### src/rtl/flash_loc_pkg.sv
package flash_loc_pkg;
  typedef enum logic [2:0] {
    ST_IDLE,
    ST_SELECT,
    ST_XFER,
    ST_GAP
  } loc_state_e;

  localparam logic [7:0] READ_OPCODE = 8'h03;
  localparam int         BYTE_W      = 8;
endpackage

### src/rtl/flash_loc_tick.sv
// Half-period strobe for the serial clock; restarts whenever disabled.
module flash_loc_tick #(
  parameter int HALF_DIV = 2
) (
  input  logic clk,
  input  logic rst,
  input  logic en,
  output logic tick
);
  localparam int CW = (HALF_DIV > 1) ? $clog2(HALF_DIV) : 1;

  logic [CW-1:0] cnt;

  always_ff @(posedge clk) begin
    if (rst || !en) begin
      cnt  <= '0;
      tick <= 1'b0;
    end else if (cnt == CW'(HALF_DIV - 1)) begin
      cnt  <= '0;
      tick <= 1'b1;
    end else begin
      cnt  <= cnt + 1'b1;
      tick <= 1'b0;
    end
  end
endmodule

### src/rtl/flash_loc_shifter.sv
// One-byte mode-0 shift engine: MSB first, MISO sampled on SCLK rise.
module flash_loc_shifter
  import flash_loc_pkg::*;
(
  input  logic              clk,
  input  logic              rst,
  input  logic              load,
  input  logic [BYTE_W-1:0] tx,
  input  logic              tick,
  input  logic              miso,
  output logic              sclk,
  output logic              mosi,
  output logic              done,
  output logic [BYTE_W-1:0] rx
);
  localparam int BW = $clog2(BYTE_W);

  logic [BYTE_W-1:0] sh;
  logic [BW-1:0]     bitc;
  logic              busy;

  always_ff @(posedge clk) begin
    if (rst) begin
      sh   <= '0;
      rx   <= '0;
      bitc <= '0;
      busy <= 1'b0;
      sclk <= 1'b0;
      done <= 1'b0;
    end else begin
      done <= 1'b0;
      if (load) begin
        sh   <= tx;
        bitc <= '0;
        busy <= 1'b1;
        sclk <= 1'b0;
      end else if (busy && tick) begin
        if (!sclk) begin
          sclk <= 1'b1;
          rx   <= {rx[BYTE_W-2:0], miso};
        end else begin
          sclk <= 1'b0;
          if (bitc == BW'(BYTE_W - 1)) begin
            busy <= 1'b0;
            done <= 1'b1;
          end else begin
            bitc <= bitc + 1'b1;
            sh   <= {sh[BYTE_W-2:0], 1'b0};
          end
        end
      end
    end
  end

  assign mosi = sh[BYTE_W-1];
endmodule

### src/rtl/flash_loc_ctrl.sv
// Probe sequencer: walks sector starts, gathers the length word, decides.
module flash_loc_ctrl
  import flash_loc_pkg::*;
#(
  parameter int NUM_SECT   = 4,
  parameter int SECT_SHIFT = 9,
  parameter int ADDR_W     = 24,
  parameter int SIZE_W     = 32,
  parameter int GAP_TICKS  = 3
) (
  input  logic              clk,
  input  logic              rst,
  input  logic              start,
  input  logic              tick,
  input  logic              sh_done,
  input  logic [BYTE_W-1:0] rx,
  output logic              load,
  output logic [BYTE_W-1:0] tx,
  output logic              csn,
  output logic              div_en,
  output logic              done,
  output logic              found,
  output logic [ADDR_W-1:0] base,
  output logic [SIZE_W-1:0] size,
  output logic              next_dev
);
  localparam int ADDR_BYTES = ADDR_W / BYTE_W;
  localparam int CMD_BYTES  = 1 + ADDR_BYTES;
  localparam int DATA_BYTES = SIZE_W / BYTE_W;
  localparam int TOTAL      = CMD_BYTES + DATA_BYTES;
  localparam int IW         = $clog2(TOTAL + 1);
  localparam int SW         = (NUM_SECT > 1) ? $clog2(NUM_SECT) : 1;
  localparam int GW         = $clog2(GAP_TICKS + 1);

  loc_state_e        state;
  logic [IW-1:0]     issued;
  logic [SW-1:0]     sect;
  logic [GW-1:0]     gapc;
  logic [SIZE_W-1:0] word;
  logic [ADDR_W-1:0] probe_addr;
  logic              word_ok;

  assign probe_addr = ADDR_W'(sect) << SECT_SHIFT;
  assign word_ok    = (word != '0) && (word != '1);
  assign div_en     = (state != ST_IDLE);
  assign load       = ((state == ST_SELECT) && tick) ||
                      ((state == ST_XFER) && sh_done && (issued != IW'(TOTAL)));

  always_comb begin
    tx = '0;
    if (issued == '0)
      tx = READ_OPCODE;
    else if (int'(issued) < CMD_BYTES)
      tx = BYTE_W'(probe_addr >> (BYTE_W * (CMD_BYTES - 1 - int'(issued))));
  end

  always_ff @(posedge clk) begin
    if (rst) begin
      state    <= ST_IDLE;
      issued   <= '0;
      sect     <= '0;
      gapc     <= '0;
      word     <= '0;
      csn      <= 1'b1;
      done     <= 1'b0;
      found    <= 1'b0;
      base     <= '0;
      size     <= '0;
      next_dev <= 1'b0;
    end else begin
      done <= 1'b0;
      case (state)
        ST_IDLE: begin
          if (start) begin
            found    <= 1'b0;
            next_dev <= 1'b0;
            base     <= '0;
            size     <= '0;
            sect     <= '0;
            issued   <= '0;
            csn      <= 1'b0;
            state    <= ST_SELECT;
          end
        end
        ST_SELECT: begin
          if (tick) begin
            issued <= issued + 1'b1;
            state  <= ST_XFER;
          end
        end
        ST_XFER: begin
          if (sh_done) begin
            if (issued > IW'(CMD_BYTES))
              word <= {rx, word[SIZE_W-1:BYTE_W]};
            if (issued == IW'(TOTAL)) begin
              csn   <= 1'b1;
              gapc  <= '0;
              state <= ST_GAP;
            end else begin
              issued <= issued + 1'b1;
            end
          end
        end
        ST_GAP: begin
          if (tick) begin
            if (gapc == GW'(GAP_TICKS - 1)) begin
              if (word_ok) begin
                found <= 1'b1;
                base  <= probe_addr;
                size  <= word;
                done  <= 1'b1;
                state <= ST_IDLE;
              end else if (sect == SW'(NUM_SECT - 1)) begin
                next_dev <= 1'b1;
                done     <= 1'b1;
                state    <= ST_IDLE;
              end else begin
                sect   <= sect + 1'b1;
                issued <= '0;
                csn    <= 1'b0;
                state  <= ST_SELECT;
              end
            end else begin
              gapc <= gapc + 1'b1;
            end
          end
        end
        default: state <= ST_IDLE;
      endcase
    end
  end
endmodule

### src/rtl/flash_image_locator.sv
module flash_image_locator
  import flash_loc_pkg::*;
#(
  parameter int HALF_DIV   = 2,
  parameter int NUM_SECT   = 4,
  parameter int SECT_SHIFT = 9,
  parameter int ADDR_W     = 24,
  parameter int SIZE_W     = 32
) (
  input  logic              clk,
  input  logic              rst,
  input  logic              start_i,
  output logic              done_o,
  output logic              found_o,
  output logic [ADDR_W-1:0] base_addr_o,
  output logic [SIZE_W-1:0] image_size_o,
  output logic              next_dev_o,
  output logic              spi_sclk_o,
  output logic              spi_mosi_o,
  input  logic              spi_miso_i,
  output logic              spi_csn_o
);
  // Three half-period ticks of deselect give at least one full SCLK period.
  localparam int GAP_TICKS = 3;

  logic              tick;
  logic              div_en;
  logic              load;
  logic              sh_done;
  logic [BYTE_W-1:0] tx_byte;
  logic [BYTE_W-1:0] rx_byte;

  flash_loc_tick #(.HALF_DIV(HALF_DIV)) u_tick (
    .clk  (clk),
    .rst  (rst),
    .en   (div_en),
    .tick (tick)
  );

  flash_loc_shifter u_shift (
    .clk  (clk),
    .rst  (rst),
    .load (load),
    .tx   (tx_byte),
    .tick (tick),
    .miso (spi_miso_i),
    .sclk (spi_sclk_o),
    .mosi (spi_mosi_o),
    .done (sh_done),
    .rx   (rx_byte)
  );

  flash_loc_ctrl #(
    .NUM_SECT   (NUM_SECT),
    .SECT_SHIFT (SECT_SHIFT),
    .ADDR_W     (ADDR_W),
    .SIZE_W     (SIZE_W),
    .GAP_TICKS  (GAP_TICKS)
  ) u_ctrl (
    .clk      (clk),
    .rst      (rst),
    .start    (start_i),
    .tick     (tick),
    .sh_done  (sh_done),
    .rx       (rx_byte),
    .load     (load),
    .tx       (tx_byte),
    .csn      (spi_csn_o),
    .div_en   (div_en),
    .done     (done_o),
    .found    (found_o),
    .base     (base_addr_o),
    .size     (image_size_o),
    .next_dev (next_dev_o)
  );
endmodule

### config.mk
export PLATFORM = sky130hd
export DESIGN_NAME = flash_image_locator
export DESIGN_NICKNAME = d
export VERILOG_FILES = /design/src/rtl/flash_loc_pkg.sv /design/src/rtl/flash_loc_tick.sv /design/src/rtl/flash_loc_shifter.sv /design/src/rtl/flash_loc_ctrl.sv /design/src/rtl/flash_image_locator.sv
export SDC_FILE = /design/constraint.sdc
export NUM_CORES = 1
export LEC_CHECK = 0
export BUFFER_PORTS_ARGS = -buffer_cell sky130_fd_sc_hd__buf_2
export CAP_MARGIN = 10
export CORE_MARGIN = 1
export CORE_UTILIZATION = 30
export CTS_CLUSTER_DIAMETER = 100
export DETAILED_ROUTE_END_ITERATION = 10
export PLACE_DENSITY = 0.46
export SYNTH_ARGS = -nofsm -noshare
export SYNTH_HDL_FRONTEND = slang
export SYNTH_HIERARCHICAL = 1
export SYNTH_SLANG_ARGS = --single-unit
### constraint.sdc
create_clock -name clk -period 2.4 [get_ports clk]
set_input_delay 0.48 -clock clk [delete_from_list [all_inputs] [get_ports clk]]
set_output_delay 0.48 -clock clk [all_outputs]
set_load 0.05 [all_outputs]
# Word level (Yosys, flattened, before mapping)

Cells that the tools add are included.

Word-level logic and storage cells: 163
Output and inout bits: 62
Bits in registers: 127
Input bits: 4

Eq/ne operators: 22
$add $sub $neg: 6
Reductions and logical operators: 35
Muxes and demuxes: 71
Shift operators: 1
$lt $le $gt $ge: 2
Bitwise operators: 7

Operator list:

| operator                                       | count |
|---|---|
| 32-bit 2-to-1 mux                              | 4 |
| 24-bit 2-to-1 mux                              | 4 |
| 32-bit case mux with 2 select lines            | 1 |
| 8-bit 2-to-1 mux                               | 6 |
| 24-bit case mux with 2 select lines            | 1 |
| 4-bit 2-to-1 mux                               | 8 |
| 32-bit != test, second input constant          | 1 |
| 32-bit nonzero test                            | 1 |
| 11-bit by 32-bit right shift with 8-bit output | 1 |
| 1-bit 2-to-1 mux                               | 24 |
| 3-bit 2-to-1 mux                               | 7 |
| 2-bit != test, second input constant           | 10 |
| 2-bit 2-to-1 mux                               | 9 |
| 6-bit AND reduction                            | 3 |
| 4-bit case mux with 4 select lines             | 1 |
| 3-bit AND reduction                            | 5 |
| 3-bit case mux with 4 select lines             | 1 |
| 5-bit AND reduction                            | 2 |
| 2-bit nonzero test                             | 5 |
| 9-bit AND reduction                            | 1 |
| 2-bit case mux with 2 select lines             | 2 |
| 8-bit AND reduction                            | 1 |
| 4-bit OR reduction                             | 2 |
| 1-bit inverter                                 | 7 |
| 24 further kinds                               | 37 |

# Depth between registers and ports, before layout

Depth in word-level cells: 6
Mapped depth: 9
Gate-level depth less buffers: 8

# Modules after synthesis

The synthesis kept the hierarchy.

By module, submodules not included:

| module            | sequential area each (um^2) | cells each | instances | area an instance (um^2) |
|---|---|---|---|---|
| flash_loc_ctrl    | 1601.5                      | 450        | 1         | 3584.7 |
| flash_loc_shifter | 440.4                       | 94         | 1         | 962.2 |
| flash_loc_tick    | 40.0                        | 4          | 1         | 61.3 |

# Worst setup path after synthesis

Ideal clock, no wire load.

Path kind: reg2reg
Start: register u_ctrl.issued[0]
End: register u_ctrl.issued[1]
Arrival time: 1971 ps
Data required time: 2335 ps
Path buffers: 0
Period minus slack after synthesis: 2036 ps
Setup time: 65 ps
Setup slack: 364 ps
Cell stages (with the launch flop): 9
Path through: dfxtp_1 > inv_1 > ha_1 > nand3b_2 > a21boi_2 > or4_4 > o22ai_4 > mux2_2 > nor2_1

Longest elaborated chain between the ends: 4
Elaborated cells on any way between the ends: 8
Those cells by class: 1 x add/sub; 2 x eq/ne; 4 x mux; 1 x reduce/logical

Ends and longest elaborated chain:

| item                                   | RTL line                                    | source |
|---|---|---|
| start: declaration                     | flash_loc_ctrl.sv:36                        | `logic [IW-1:0] issued;` |
| start signal: assignment               | flash_loc_ctrl.sv:87                        | `issued <= issued + 1'b1;` |
| start signal: assignment               | flash_loc_ctrl.sv:100                       | `issued <= issued + 1'b1;` |
| 4-bit by 1-bit adder with 4-bit output | flash_loc_ctrl.sv:87, flash_loc_ctrl.sv:100 |  |
| 4-bit 2-to-1 mux                       | flash_loc_ctrl.sv:95                        | `if (issued == IW'(TOTAL)) begin` |
| 4-bit 2-to-1 mux                       | flash_loc_ctrl.sv:92                        | `if (sh_done) begin` |
| 4-bit case mux with 4 select lines     | flash_loc_ctrl.sv:72                        | `case (state)` |

Several ways; a longest one is shown, not always the timed one. The select of a mux whose other input is x is not followed.
A chain may end at the register's enable or synchronous reset.

# Worst setup path after layout

Ends and elaborated chain as after synthesis.

==> run metrics <==
status finished clean; relative slew slack 0.626; CTS Sinks between 100 and 150; Lkg Pwr 1.97 nW; CP Class register to register; Final ANT Viol Nets 0; pin count of the biggest net entering global routing between 50 and 60; power after layout roughly 0.0042 W; die area 15900 µm²; initial drt markers between 200 and 250; max cap viols 0; GPL Wtd Cong 0.781; Layout Cells excl Fill 766; via count approximately 3700; Yosys warning total 6; Distinct cells, synth 52; root buf cell clkbuf_16; dpl cells 750; Die W 126 µm; hold-fix buffers at CTS 0; reg2reg setup slack 0.17 ns; FMAX 448 MHz; commonest non-fill, non-tap cell in the layout nand2_1; CTS H-tree depth 3; P per Cell Area 800 nW/µm²; Congestion Overflow GR 0; worst hold slack 0.363 ns; initial antenna violation count 0; Worst setup EP type register; chip height 126 µm; CTS tree done; VDD IR max roughly 0.35 mV; Worst EP arrival 2.51 ns; final setup skew 0.00445 ns; Synth Instances around 550; final setup violation count 0; Top Usage Layer GRT met2; initial cell density of the core 0.312; crit start category register; M1 GR Usage 0.189; final-stage net count 591; asr flop ratio synth 0; Worst Path Required 2.68 ns; sequential area share after synthesis 0.452; EDFF count, synth 0; most used flip-flop cell after synthesis dfxtp_1; Final min period 2.23 ns; first-pass GRT wire length 17400 µm; GRT Total Usage 0.137; via/cell ratio 4.87; first-pass detailed-route iteration total 4; post-CTS setup buffers 0; Worst R2R Path Depth 8; DRC 0; Worst-Skew Late Latency around 0.35 ns; Port Buffers 43; vias in the first global route around 3400; core area between 10000 and 15000 µm²; RSZ-0062 raised after global routing no; Slew @ Worst Pin 0.561 ns; Ports 66; synthesized area per cell 8.41 µm²; Final Cycle Share 0.929; commonest cells after routing, fill and taps aside nand2_1 (109), dfxtp_1 (104), a21oi_1 (75); final-report hold violation count 0; hold depth 3; TritonCTS buffer count 9; share of cells above drive strength 1 0.155; # rows 44; met3 GRT Util 0.0272; Clock Path Buffers 2; Syn-to-layout area delta 13.0%; post-DP HPWL about 7100 µm; CTS clk-pin slew, worst paths 0.07 ns; Resized Gates After CTS 0; cell area after synthesis 4610 µm²; total negative setup slack 0 ns; Crit Path Max Fanout 6; worst hold path class primary input to register; final WL around 10000 µm; Synth Register Bits 104; Ant. Diodes 0; Max Transition Viols Final 0; met2 GRT Util 0.205; DR WL/cell 13.7 µm
through the flow:
stage / util / cell area, µm² / setup WS, ns
final: 0.353 / 5210 / 0.170
after global routing: 0.353 / 5210 / 0.0213
after CTS: 0.353 / 5210 / 0.163
after detailed placement: 0.332 / 4900 / 0.178
after global placement: 0.332 / 4900 / 0.267
after floorplan: - / 4710 / 0.364
Yosys cell counts, types with 10 or more instances:
cell	instances	share of area
nor4_1	10	0.014
ha_1	10	0.027
nor2_1	35	0.029
nand3_1	36	0.039
inv_1	12	0.0098
dfxtp_1	104	0.45
buf_4	31	0.051
nand2_1	109	0.089
mux2i_1	14	0.030
a21oi_1	75	0.081
clkbuf_1	21	0.017
nor2b_1	10	0.014
nor3_1	12	0.013
nand4_1	10	0.014
logic make-up after synthesis:
logic type,share of synthesized area
simple gates,0.256
xor+xnor,0.00380
fa+ha+maj,0.0272
flops,0.452
other cells,0.000814
mux,0.0353
buf+inv,0.0874
compound gates,0.137
worst paths after layout:
| check | startpoint | end |
|---|---|---|
| max | u_ctrl/issued[0] | u_ctrl/issued[1] |
| min | spi_miso_i | u_shift/rx[0] |
| max reg2reg | u_ctrl/issued[0] | u_ctrl/issued[1] |
| min reg2reg | u_tick/cnt | u_tick/cnt |
power breakdown:
group	switching (W)	internal (W)
Clock	0.000676	0.000843
Combinational	0.000538	0.000281
Sequential	0.0000496	0.00178
sequential cells by signal, summed over array words and instances (netlist names):
| register | cells |
|---|---|
| u_ctrl/base | 2 |
| u_ctrl/csn | 1 |
| u_ctrl/done | 1 |
| u_ctrl/found | 1 |
| u_ctrl/gapc | 2 |
| u_ctrl/issued | 4 |
| u_ctrl/next_dev | 1 |
| u_ctrl/sect | 2 |
| u_ctrl/size | 32 |
| u_ctrl/state | 2 |
| u_ctrl/word | 32 |
| u_shift/bitc | 3 |
| u_shift/busy | 1 |
| u_shift/done | 1 |
| u_shift/rx | 8 |
| u_shift/sclk | 1 |
| u_shift/sh | 8 |
| u_tick/cnt | 1 |
| u_tick/tick | 1 |
worst max-delay path: stages, from the launching register on:
cell      delay [ns]
dfxtp_1         0.42
inv_1           0.09
ha_1            0.25
nand3b_2        0.12
a21boi_2        0.09
or4_4           0.50
o22ai_4         0.23
mux2_2          0.36
nor2_1          0.09
routing by layer:
layer | part of all wire | wire [µm] | up-vias
met5 | 0 | 0 | -
met4 | 0.019 | 201 | 0
met3 | 0.036 | 373 | 12
met2 | 0.43 | 4510 | 79
met1 | 0.51 | 5390 | 1754
li1 | - | - | 1888
layout make-up:
type | count | area (µm²)
clock buffer | 10 | 239
clock inverter | 6 | 66.3
fill | 1557 | 9550
inverter | 12 | 45.0
multi-input combinational | 398 | 2220
sequential | 104 | 2080
tap | 184 | 230
timing repair buffer | 52 | 323
Note: power is estimated with default switching activity, not from simulation.
